File: config.mk
export PLATFORM = sky130hd
export DESIGN_NAME = energy_pulse_gen
export DESIGN_NICKNAME = d
export VERILOG_FILES = /design/src/rtl/pgen_pkg.sv /design/src/rtl/pgen_src.sv /design/src/rtl/pgen_accum.sv /design/src/rtl/pgen_shaper.sv /design/src/rtl/energy_pulse_gen.sv
export SDC_FILE = /design/constraint.sdc
export NUM_CORES = 2
export LEC_CHECK = 0
export BUFFER_PORTS_ARGS = -buffer_cell sky130_fd_sc_hd__buf_2
export CORE_UTILIZATION = 64
export DETAILED_ROUTE_END_ITERATION = 16
export PLACE_DENSITY = 0.92
export SETUP_SLACK_MARGIN = 0.02
export SYNTH_ARGS = -nofsm -noshare
export SYNTH_HDL_FRONTEND = slang
export SYNTH_HIERARCHICAL = 1
export SYNTH_SLANG_ARGS = --single-unit
File: constraint.sdc
create_clock -name clk -period 48.6 [get_ports clk]
set_clock_uncertainty 0.2 [all_clocks]
set_input_delay 9.72 -clock clk [delete_from_list [all_inputs] [get_ports clk]]
set_output_delay 9.72 -clock clk [all_outputs]
set_load 0.01 [all_outputs]
File: src/rtl/pgen_pkg.sv
package pgen_pkg;

  // magnitude of a two's complement rate word
  function automatic logic [31:0] mag32(input logic [31:0] v);
    return v[31] ? (~v + 32'd1) : v;
  endfunction

  // left shift applied to 3*|rate|*mult for each speed code {slow,fast}
  function automatic logic [3:0] speed_shift(input logic [1:0] sp);
    case (sp)
      2'b00:   return 4'd6;
      2'b01:   return 4'd10;
      2'b10:   return 4'd0;
      default: return 4'd4;
    endcase
  endfunction

endpackage

File: src/rtl/pgen_src.sv
module pgen_src (
  input  logic        clk,
  input  logic        rst_n,
  input  logic        ivl_start,
  input  logic        src_host,
  input  logic [31:0] rate_int,
  input  logic        int_upd,
  input  logic        host_wr,
  input  logic [31:0] host_data,
  input  logic        err_en,
  output logic [31:0] rate_q,
  output logic        rate_err
);
  logic [31:0] host_q;
  logic        fresh_q;
  logic        upd_now;

  assign upd_now = src_host ? host_wr : int_upd;

  always_ff @(posedge clk) begin
    if (!rst_n) begin
      host_q   <= '0;
      rate_q   <= '0;
      fresh_q  <= 1'b0;
      rate_err <= 1'b0;
    end else begin
      if (host_wr) host_q <= host_data;
      if (ivl_start) begin
        rate_q   <= src_host ? host_q : rate_int;
        rate_err <= err_en & ~(fresh_q | upd_now);
        fresh_q  <= 1'b0;
      end else if (upd_now) begin
        fresh_q  <= 1'b1;
      end
    end
  end
endmodule

File: src/rtl/pgen_accum.sv
module pgen_accum #(
  parameter int MULT_W   = 16,
  parameter int ONE_LOG2 = 32
) (
  input  logic              clk,
  input  logic              rst_n,
  input  logic              tick,
  input  logic              start,
  input  logic [31:0]       rate_q,
  input  logic [MULT_W-1:0] mult,
  input  logic [1:0]        speed,
  output logic              acc_full
);
  import pgen_pkg::*;
  localparam int INC_W = 32 + MULT_W + 2 + 10;
  localparam int ACC_W = ONE_LOG2 + 1;
  localparam logic [INC_W:0] ONE_W = (INC_W+1)'(1) << ONE_LOG2;
  localparam logic [INC_W:0] TOP_W = (ONE_W << 1) - (INC_W+1)'(1);

  logic [INC_W-1:0] prod, inc;
  logic [INC_W:0]   sum;
  logic [ACC_W-1:0] acc_q;

  always_comb begin
    prod = INC_W'(mag32(rate_q)) * INC_W'(mult);
    inc  = ((prod << 1) + prod) << speed_shift(speed);
    sum  = (INC_W+1)'(acc_q) + {1'b0, inc} - (start ? ONE_W : '0);
  end

  assign acc_full = acc_q[ACC_W-1];

  always_ff @(posedge clk) begin
    if (!rst_n)    acc_q <= '0;
    else if (tick) acc_q <= (sum > TOP_W) ? '1 : ACC_W'(sum);
  end
endmodule

File: src/rtl/pgen_shaper.sv
module pgen_shaper #(
  parameter int PW_W = 8
) (
  input  logic            clk,
  input  logic            rst_n,
  input  logic            tick,
  input  logic            start,
  input  logic [PW_W-1:0] width_set,
  input  logic            idle_strap,
  output logic            idle,
  output logic            pulse_n,
  output logic [31:0]     pulse_cnt
);
  localparam int PER_W = PW_W + 2;

  logic [PER_W-1:0] low_q, per_q, len;
  logic             started_q;

  function automatic logic [PER_W-1:0] low_len(input logic [PER_W-1:0] per,
                                               input logic [PW_W-1:0]  pw);
    logic [PER_W-1:0] cap, half;
    cap  = PER_W'({pw, 1'b1});
    half = per >> 1;
    if (half > cap) half = cap;
    if (half == '0) half = PER_W'(1);
    return half;
  endfunction

  assign idle    = (low_q == '0);
  assign len     = low_len(per_q, width_set);
  assign pulse_n = started_q ? idle : idle_strap;

  always_ff @(posedge clk) begin
    if (!rst_n) begin
      low_q     <= '0;
      per_q     <= '1;
      started_q <= 1'b0;
      pulse_cnt <= '0;
    end else if (tick) begin
      if (start) begin
        low_q     <= len;
        per_q     <= PER_W'(1);
        started_q <= 1'b1;
        pulse_cnt <= pulse_cnt + 32'd1;
      end else begin
        if (!idle) low_q <= low_q - PER_W'(1);
        if (per_q != '1) per_q <= per_q + PER_W'(1);
      end
    end
  end
endmodule

File: src/rtl/energy_pulse_gen.sv
module energy_pulse_gen #(
  parameter int MULT_W   = 16,
  parameter int PW_W     = 8,
  parameter int ONE_LOG2 = 32
) (
  input  logic              clk,
  input  logic              rst_n,
  input  logic              tick,
  input  logic              ivl_start,
  input  logic              src_host,
  input  logic [31:0]       rate_int,
  input  logic              int_upd,
  input  logic              host_wr,
  input  logic [31:0]       host_data,
  input  logic [MULT_W-1:0] rate_mult,
  input  logic              spd_slow,
  input  logic              spd_fast,
  input  logic [PW_W-1:0]   width_set,
  input  logic              idle_strap,
  input  logic              err_en,
  output logic              pulse_n,
  output logic [31:0]       pulse_cnt,
  output logic              rate_err
);
  logic [31:0] rate_q;
  logic        acc_full, gen_idle, start_w;

  assign start_w = tick & gen_idle & acc_full;

  pgen_src u_src (
    .clk(clk), .rst_n(rst_n), .ivl_start(ivl_start), .src_host(src_host),
    .rate_int(rate_int), .int_upd(int_upd), .host_wr(host_wr),
    .host_data(host_data), .err_en(err_en), .rate_q(rate_q), .rate_err(rate_err)
  );

  pgen_accum #(.MULT_W(MULT_W), .ONE_LOG2(ONE_LOG2)) u_acc (
    .clk(clk), .rst_n(rst_n), .tick(tick), .start(start_w), .rate_q(rate_q),
    .mult(rate_mult), .speed({spd_slow, spd_fast}), .acc_full(acc_full)
  );

  pgen_shaper #(.PW_W(PW_W)) u_shp (
    .clk(clk), .rst_n(rst_n), .tick(tick), .start(start_w),
    .width_set(width_set), .idle_strap(idle_strap), .idle(gen_idle),
    .pulse_n(pulse_n), .pulse_cnt(pulse_cnt)
  );
endmodule

==> qor.txt <==
GPL Wtd Cong: 1.038
Synth Area in Adders: 0.3418
Most used cell along the critical path: a21oi_1
CTS tree: done
Wire per inst: 20.80 um
Number of inserted diodes: 0
Maxcap violations: 0
DRC viols: 0
Unrepaired setup endpoints after global routing: false
Final WL: 104000 um
Outcome: complete, no violations
Congestion Overflow GR: 0
Final Hold Vio Count: 0
Vias per cell: 6.555
Ratio of final minimum period to clock period: 0.5141
Initial detailed-routing violation count: 4137
Critical path peak fanout: 33
Largest net degree at the start of global routing: 70
Num ports: 133
Mux contribution to synthesized area: 0.03773
# setup viols final: 0
Post-synthesis simple-gate area fraction: 0.2084
Layout cells sized above 1: 0.08231
Crit-path slowest cell: a2111oi_1
Largest family of logic cells by synthesized area: adder cells
Sequential-to-total area share from yosys stat: 0.08798
Clock sink count: 152
CP max stage delay: 0.74 ns
Worst EP arrival: 25.08 ns
Worst slew margin: 0.2731
Initial Util: 0.6530
CTS buffer count: 17
Critical path type: input port to register
Final Core Density: 0.6807
First-pass GRT wire length: 169000 um
Compound-gate portion of the synthesized area: 0.1765
Clock-pin slew on the worst setup and hold paths: 0.06 ns
Post-route ant nets: 0
HPWL after DPL: 76930 um
CTS Hold Buffers Added: 0
Final net count: 5092
Hold Path Class: register to register
Fin crit period: 24.99 ns
CP required: 48.69 ns
Core Region: 52970 sq um
# resized after CTS: 0
Fmax: 0.04002 GHz
Post-synthesis xor/xnor area fraction: 0.05057
Vias in the first global route: 32846
Post-synth EDFFs: 0
Clk buf depth: 2
Fin Setup TNS: 0 ns
Initial antenna violation count: 2
Num rows: 84
Synth cell types: 129
Mapped Area: 34590 sq um
Synthesized flop and latch total: 152
CTS root buffer: clkbuf_16
H-tree levels: 4
Post-synth ARST share: 0
Setup crit start kind: input port
Synth Net Count: 5125
Worst-Margin Slew: 1.075 ns
DP Area: 35420 sq um
Placed cells: 4969
First drt pass iteration count: 8
Post-synth top flop: dfxtp_1
Layout area overhead: 4.240%
Mapped Avg Cell Area: 7.983 sq um
Finished Layout Cells: 5001
Setup bufs post-CTS: 0
Total number of vias: 32782
Port bufs: 132
Syn. warnings: 6
Total GRT Usage: 0.3864
DIE AREA: 54980 sq um
Cell count after synthesis: 4333
CP endpoint kind: register
Die Y: 234.5 um
Pins Over Slew Limit: 0
Clock Latency Late Sink: 0.48 ns
Die W: 234.5 um
Post-route cell area: 36050 sq um
==> critical path, delay by kind of cell <==
kind,cells,cell delay (ns)
AOI/OAI and AO/OA,23,6.19
xor gates and xnor gates,1,0.18
adders and majority gates,9,4.42
buffers and inverters,6,1.12
and+or+nand+nor,16,3.37
==> through the flow <==
stage | setup WS, ns | hold WS, ns
6_report | 23.61 | 0.2783
5_1_grt | 22.93 | 0.3000
3_3_place_gp | 23.84 | 0.2468
2_1_floorplan | 26.42 | 0.2372
4_1_cts | 24.09 | 0.2817
3_5_place_dp | 23.69 | 0.2671
==> final timing paths <==
path                                 startpoint         endpoint  slack (ns)  cells past startpoint
worst min-delay path            u_shp/started_q  u_shp/started_q        0.28                      1
worst max register to register  u_src/rate_q[1]   u_acc/acc_q[1]       30.64                     62
worst min register to register  u_shp/started_q  u_shp/started_q        0.28                      1
worst max-delay path               rate_mult[9]   u_acc/acc_q[1]       23.61                     55
==> routing by layer <==
layer  global-route usage  part of all wire  up-vias
li1                     -                 -    14408
met1               0.4879              0.38    15608
met2               0.6224              0.45     2212
met3              0.08224              0.11      552
met4               0.1996             0.060        2
met5                    0           0.00012        -
==> cell type report <==
class	instances	area (sq um)
inverters	605	2273
repair buffers	179	1016
clock buffers	18	439.2
fillers	3935	16920
multi-input cells	3345	28230
clock inverters	14	193.9
well taps	688	860.8
flip-flops and latches	152	3043
==> synth_stat cells (all sizes together) (59+ instances only) <==
cell	instances	area, sq um
nand2	519	1951
nor2	183	686.9
fa	420	8408
nor3	88	590.6
mux2i	112	1121
dfxtp	152	3043
a21oi	290	1568
or3	59	374.1
ha	273	3416
o21ai	241	1206
and2	235	1470
clkbuf	158	596.8
inv	602	2262
xnor2	139	1244
a21o	68	510.5
buf	73	481.7
==> layout by cell type (no fill, tap or decap), types with 12 or more instances in the layout <==
master	instances
o31ai_1	28
or4_1	12
o211ai_1	22
o21a_1	25
xor2_1	55
nor3_2	30
nand2_1	518
nor3_1	58
a211oi_1	27
nor4_1	24
xnor2_1	136
a31oi_1	21
clkbuf_16	17
nor2b_1	56
a21o_1	68
and2_1	235
and3_1	37
nand4_1	37
buf_2	131
nand3_1	57
inv_1	600
and4_1	17
a21oi_2	31
buf_4	48
o21ai_0	230
dfxtp_1	152
nand2b_1	31
nor2_1	182
mux2i_1	112
a21oi_1	259
fa_1	420
ha_1	272
o21bai_1	25
or3_1	58
==> kinds of logic (layout without fill, tap and decap cells) <==
logic type | after synthesis | in the layout
XOR/XNOR | 195 | 195
buffers and inverters | 836 | 816
AND/OR/NAND/NOR | 1405 | 1405
flip-flops | 152 | 152
multiplexers | 125 | 125
adder cells (fa/ha/maj) | 693 | 693
AO/OA/AOI/OAI | 927 | 927
==> registers in the layout (all words and copies together) (netlist names) <==
signal           count
u_acc/acc_q         33
u_shp/pulse_cnt     32
u_src/host_q        32
u_src/rate_q        32
u_shp/low_q         10
u_shp/per_q         10
u_shp/started_q      1
u_src/fresh_q        1
u_src/rate_err       1
Power is not shown: default switching activity piles up to over one toggle a cycle in this logic, so the estimate is an artifact.
